**src/rtl/baud_pair_gen.sv**
```systemverilog
module baud_pair_gen #(
  parameter int CNT8_W   = 8,
  parameter int CNT16_W  = 16,
  parameter int PRESCALE = 12
) (
  input  logic               clk,
  input  logic               rst_n,
  input  logic [CNT8_W-1:0]  reload8,
  input  logic [CNT16_W-1:0] reload16,
  input  logic               fast8,
  input  logic               dbl,
  input  logic               tx_sel16,
  input  logic               rx_sel16,
  output logic               tx_tick,
  output logic               rx_tick
);
  localparam int PRE_W = (PRESCALE > 1) ? $clog2(PRESCALE) : 1;
  localparam logic [PRE_W-1:0] PRE_LAST = PRE_W'(PRESCALE - 1);

  logic [PRE_W-1:0]   pre;
  logic [CNT8_W-1:0]  t8;
  logic [CNT16_W-1:0] t16;
  logic half, ph;
  logic en8, en16, run16, ov8, ov16, tick8;

  assign en8   = fast8 | (pre == PRE_LAST);
  assign run16 = tx_sel16 | rx_sel16;
  assign en16  = run16 & ph;
  assign ov8   = en8 & (&t8);
  assign ov16  = en16 & (&t16);
  assign tick8 = ov8 & (dbl | half);

  always_ff @(posedge clk) begin
    if (!rst_n) begin
      pre     <= '0;
      t8      <= reload8;
      t16     <= reload16;
      half    <= 1'b0;
      ph      <= 1'b0;
      tx_tick <= 1'b0;
      rx_tick <= 1'b0;
    end else begin
      pre  <= (pre == PRE_LAST) ? '0 : pre + 1'b1;
      if (en8)  t8  <= ov8  ? reload8  : t8 + 1'b1;
      if (en16) t16 <= ov16 ? reload16 : t16 + 1'b1;
      half    <= half ^ ov8;
      ph      <= run16 & ~ph;
      tx_tick <= tx_sel16 ? ov16 : tick8;
      rx_tick <= rx_sel16 ? ov16 : tick8;
    end
  end
endmodule

```
**config.mk**
```make
export PLATFORM = sky130hd
export DESIGN_NAME = baud_pair_gen
export DESIGN_NICKNAME = d
export VERILOG_FILES = /design/src/rtl/baud_pair_gen.sv
export SDC_FILE = /design/constraint.sdc
export NUM_CORES = 1
export LEC_CHECK = 0
export BUFFER_PORTS_ARGS = -buffer_cell sky130_fd_sc_hd__buf_2
export CAP_MARGIN = 30
export CORE_ASPECT_RATIO = 1.4
export CORE_MARGIN = 2
export CORE_UTILIZATION = 50
export DETAILED_ROUTE_END_ITERATION = 10
export GPL_ROUTABILITY_DRIVEN = 0
export PLACE_DENSITY = 0.75
export SETUP_SLACK_MARGIN = 0.02
export SKIP_CTS_REPAIR_TIMING = 1
export SLEW_MARGIN = 0
export SYNTH_ARGS = -nofsm -noshare
export SYNTH_HDL_FRONTEND = slang
export SYNTH_SLANG_ARGS = --single-unit
```
**constraint.sdc**
```tcl
create_clock -name clk -period 1.9 [get_ports clk]
set_input_delay 0.095 -clock clk [delete_from_list [all_inputs] [get_ports clk]]
set_output_delay 0.095 -clock clk [all_outputs]
set_load 0.01 [all_outputs]
```
* Word-level counts from Yosys, hierarchy flattened
Cells that the tools add are included. W data, S select, Z words.
Storage, ports and cells: bits in latches 0, flip-flop bits (word level) 32, output and inout port bits 2, input port bits 30, memories 0, memory bits (writable) 0, memory bits (read-only) 0
Cells by class: mux-type cells 8, reductions and logical operators 3, div/mod/pow operators 0, add/subtract/negate cells 3, shifts and indexed selects 0, $lt $le $gt $ge 0, $mul 0, eq/ne operators 3, bitwise operators 11
Operator list (count):
- $mux W16 | 3
- $mux W8 | 3
- $add A16 B1 Y16 const B | 1
- $reduce_and A16 Y1 | 1
- $add A8 B1 Y8 const B | 1
- $reduce_and A8 Y1 | 1
- $and A1 B1 Y1 | 5
- $add A4 B1 Y4 const B | 1
- $eq A4 B4 Y1 const B | 1
- $ne A2 B1 Y1 const B | 2
- $or A1 B1 Y1 | 3
- $mux W1 | 2
- $not A1 Y1 | 2
- $reduce_or A2 Y1 | 1
- $xor A1 B1 Y1 | 1

* Logic depth before layout (Yosys ltp)
word-level depth 6, gate-level depth with buffers 6

* Worst setup path before layout
OpenSTA, ideal clock, no wires.
kind reg-to-reg, start register pre[0], end register t8[1] (data pin), cell stages (with the launch flop) 7, slack -0.117 ns, clock period less this slack 2.017 ns, buffers on the path 1, setup time 0.260 ns, arrival time 1.757 ns, cells stage by stage dfxtp_1 > ha_1 > nand3b_1 > a2111oi_4 > nand2b_1 > buf_4 > mux2_2
Between the ends: word-level cells in the longest chain between the ends 6
Ends and longest elaborated chain:
- start, declared | RTL line 20 | logic [PRE_W-1:0] pre;
- start signal, assigned | RTL line 43 | pre <= (pre == PRE_LAST) ? '0 : pre + 1'b1;
- $eq A4 B4 Y1 | RTL line 26 | assign en8 = fast8 | (pre == PRE_LAST);
- $or A1 B1 Y1 | RTL line 26
- $and A1 B1 Y1 | RTL line 29 | assign ov8 = en8 & (&t8);
- $mux W8 (2 in a row) | RTL line 44 | if (en8) t8 <= ov8 ? reload8 : t8 + 1'b1;
- $mux W8 | RTL line 34 | if (!rst_n) begin
- end signal, assigned | RTL line 36 | t8 <= reload8;
- end signal, assigned | RTL line 44
- end, declared | RTL line 21 | logic [CNT8_W-1:0] t8;
Every way passes these cells. The select of a mux whose other input is x is not followed. A chain may end at the register's enable or synchronous reset.

* Worst setup path in the final report
start register t16[0], end register t16[13] (data pin)
Between the ends: word-level cells in the longest chain between the ends 5, elaborated cells on any way between the ends 6
Ends and longest elaborated chain:
- start, declared | RTL line 22 | logic [CNT16_W-1:0] t16;
- start signal, assigned | RTL line 37 | t16 <= reload16;
- start signal, assigned | RTL line 45 | if (en16) t16 <= ov16 ? reload16 : t16 + 1'b1;
- parallel branches: the longest is 2 deep, another holds $add A16 B1 Y16
- $mux W16 (*) (2 in a row) | RTL line 45
- $mux W16 (*) | RTL line 34
Every way passes the cells marked *. The select of a mux whose other input is x is not followed.

==> out/qor_table.md <==
| Result | Value |
|:---|:---|
| Result of the run | complete, no violations |
| Worst Skew | 0.00247 ns |
| Number of remaining DRC errors | 0 |
| Cell area after technology mapping | 0.00179 mm2 |
| Count of standard-cell rows | 25 |
| Required time of the critical path | 1.94 ns |
| Mean instance size in the synthesized netlist | 12.0 um2 |
| Antenna Nets Post-Route | 0 |
| Largest family of logic cells by synthesized area | simple AND/OR/NAND/NOR gates |
| Hold Vio Cnt, Final | 0 |
| Clock tree from TritonCTS | yes |
| Startpoint type of the worst setup path | flip-flop |
| Buffer depth of the longest clock path | 2 |
| Largest net degree at the start of global routing | 17 |
| Total clock buffers created by CTS | 5 |
| Relative slew margins | 55.5% |
| Cells after Synth | 150 |
| Number of max-capacitance violations reported | 0 |
| Highest clock frequency the design can meet | 541 MHz |
| Critical path fanouts, max | 16 |
| Total I/O pin count | 32 |
| Final period demand of the worst path | 1.85 ns |
| Setup slack on the worst flop-to-flop path | 0.05 ns |
| Adder-cell area share of the yosys netlist | 2.09% |
| Y dimension of the die | 74.9 um |
| Total iterations of the first detailed-routing run | 5 |
| Net count of the mapped netlist | 183 |
| Worst hold slack | 0.0983 ns |
| Library cell used as clock root buffer | clkbuf_8 |
| Xor-xnor portion of the synthesized cell area | 11.2% |
| Hold-critical path depth | 2 |
| Routed len/inst | 15.4 um |
| Via count of the first global-routing pass | 1408 |
| #FFs+latches synth | 32 |
| Post-Place Worst Slack | -0.0361 ns |
| Number of buffers added on ports | 31 |
| First-pass GRT wire length | 6000 um |
| Transition time of the tightest slew-check pin | 0.666 ns |
| Placed Instance Area | 0.00214 mm2 |
| H-tree levels | 2 |
| Die ar. | 0.00409 mm2 |
| Simple-gate share of the synthesized area | 15.3% |
| Number of sinks handled by clock tree synthesis | 32 |
| Hold crit path type | input port to flip-flop |
| Starting density of the core | 52.6% |
| Share of power burned in registers | 51.0% |
| Detailed-route via count | 1342 |
| Final instance area | 0.00231 mm2 |
| Final worst path period share | 97.3% |
| Number of antenna violations at the first check in global routing | 0 |
| Portion of netlist area occupied by mux cells | 14.4% |
| Reported leakage power | 0.961 nW |
| Area growth, synth to finish | 28.8% |
| Iteration-0 DRC Markers | 21 |
| Core ar. | 0.00341 mm2 |
| Final setup vio count | 0 |
| Final Max Tran Viols | 0 |
| Clock latency at the later pin of the worst-skew pair | 0.29 ns |
| Sw frac | 26.6% |
| Compound-gate portion of the synthesized area | 5.44% |
| Final core utilization | 67.8% |
| Data arrival time of the worst path | 1.89 ns |
| Fraction of layout cells with a size suffix above 1 | 42.9% |
| Post-DP HPWL | 2780 um |
| Cell-internal power | 1.33 mW |
| Fin Setup TNS | 0 ns |
| Net Switching | 482 uW |
| Number of cell instances on the worst register-to-register path | 6 |
| All-Layer GR Usage | 20.9% |
| Category of the most critical setup path | flip-flop to flip-flop |
| Aggregate routed wire length | 3740 um |
| Chip width | 54.6 um |
| Power per cell area | 783 mW/mm2 |
| Unique cell type count in the Yosys netlist | 28 |
| Clock slew seen by the registers of the worst setup and hold paths | 0.06 ns |
| Maximum VDD drop | 0.556 mV |
| Worst Setup SP | t16[0] |
| Residual overflow from global routing | 0 |
| Number of diodes added for antenna fixing | 0 |
| Power share of the combinational group | 18.9% |
| Min-Delay Startpoint | reload8[6] |
| End point of the worst hold path | t8[6] |
| Crit path capture type | flip-flop |
| Crit Reg-Reg Startpoint | t16[0] |
| Warnings, synthesis | 0 |
| Avg Vias per Cell | 5.52 |
| Portion of the post-synthesis area used by sequential elements | 49.1% |
| FF-to-FF End | t16[13] |
| Clock network fraction of total power | 30.1% |
| Layout Nets | 235 |
| Minimum setup slack in the final design | 0.0517 ns |
-- Yosys cell counts --
library cell	number	area share [%]
nor4_4	1	1.2
mux2_4	9	7.5
mux2_2	10	6.3
ha_1	3	2.1
a32oi_1	2	0.98
edfxtp_1	24	40
nand3_2	1	0.56
nand2b_1	1	0.35
nand3_1	8	2.2
xor2_1	12	5.9
inv_1	7	1.5
nand2_1	8	1.7
a21oi_2	1	0.49
and3_1	1	0.35
nand4_1	3	1.0
mux2i_1	1	0.56
o21ai_0	7	2.0
buf_6	1	0.63
nor3_1	6	1.7
dfxtp_1	8	8.9
xnor2_1	11	5.4
nor2_1	17	3.6
nor4_1	3	1.0
buf_4	1	0.42
nand3b_1	1	0.42
a22o_1	1	0.49
nand4_4	1	1.2
a2111oi_4	1	1.5
-- cell type report --
class | count | area (um2)
Fill cell | 262 | 1100
Multi-Input combinational cell | 109 | 971
Sequential cell | 32 | 883
Timing Repair Buffer | 47 | 288
Clock buffer | 6 | 82.6
Tap cell | 40 | 50.0
Inverter | 7 | 26.3
Clock inverter | 2 | 10.0
-- sequential cells by signal (all words and copies together) (netlist names) --
name and flops:
tx_tick 1, rx_tick 1, pre 4, t16 16
half 1, ph 1, t8 8
-- routing by layer --
metal	track usage, %	part of all wire (%)	up-vias
met5	0	0	-
met4	11.9	2.7	0
met3	6.35	5.2	9
met2	37.8	55	37
met1	19.8	37	650
li1	-	-	646
-- cell usage in the layout, fill, tap and decap left out, types with 3 or more instances in the layout --
master,Yosys,final
buf_2,0,31
buf_4,1,15
clkbuf_8,0,6
dfxtp_1,8,6
edfxtp_1,24,24
ha_4,0,3
inv_1,7,7
mux2_2,10,6
mux2_4,9,13
nand2_1,8,8
nand3_1,8,7
nand4_1,3,3
nor2_1,17,17
nor3_1,6,6
o21ai_0,7,7
xnor2_1,11,11
xor2_1,12,12
-- worst max path at each step --
| stage | endpoint | slack, ns |
|---|---|---|
| global placement | t16[7] | 0.12 |
| floorplan | t8[1] | -0.03 |
| CTS | t16[14] | -0.04 |
| global route | t16[8] | -0.0003 |
| finish | t16[13] | 0.05 |
| detailed placement | t16[14] | -0.04 |
-- worst max-delay path: stages, from the launching register on --
cell	delay, ns
edfxtp_1	0.43
ha_4	0.18
nand3_4	0.08
nor4_4	0.32
a21oi_4	0.10
buf_12	0.17
mux2_4	0.30
-- power by group through the flow --
stage	Combinational [mW]	Clock (mW)	Sequential, mW
after global routing	0.379	0.589	0.930
final	0.342	0.545	0.922
after CTS	0.319	0.569	0.914
after floorplan	0.217	0	0.916
after detailed placement	0.316	0	0.929
after global placement	0.299	0	0.921
-- through the flow --
stage | total power [mW] | cells
global placement | 1.22 | 230
floorplan | 1.13 | 150
finish | 1.81 | 243
global route | 1.90 | 243
CTS | 1.80 | 238
detailed placement | 1.24 | 230
-- cell families after synthesis --
family	Yosys count
buffers and inverters	9
flip-flops	32
XOR/XNOR	23
AND/OR/NAND/NOR	51
adder cells (fa/ha/maj)	3
multiplexers	20
AO/OA/AOI/OAI	12
No activity file was read; power rests on OpenSTA's default activity.
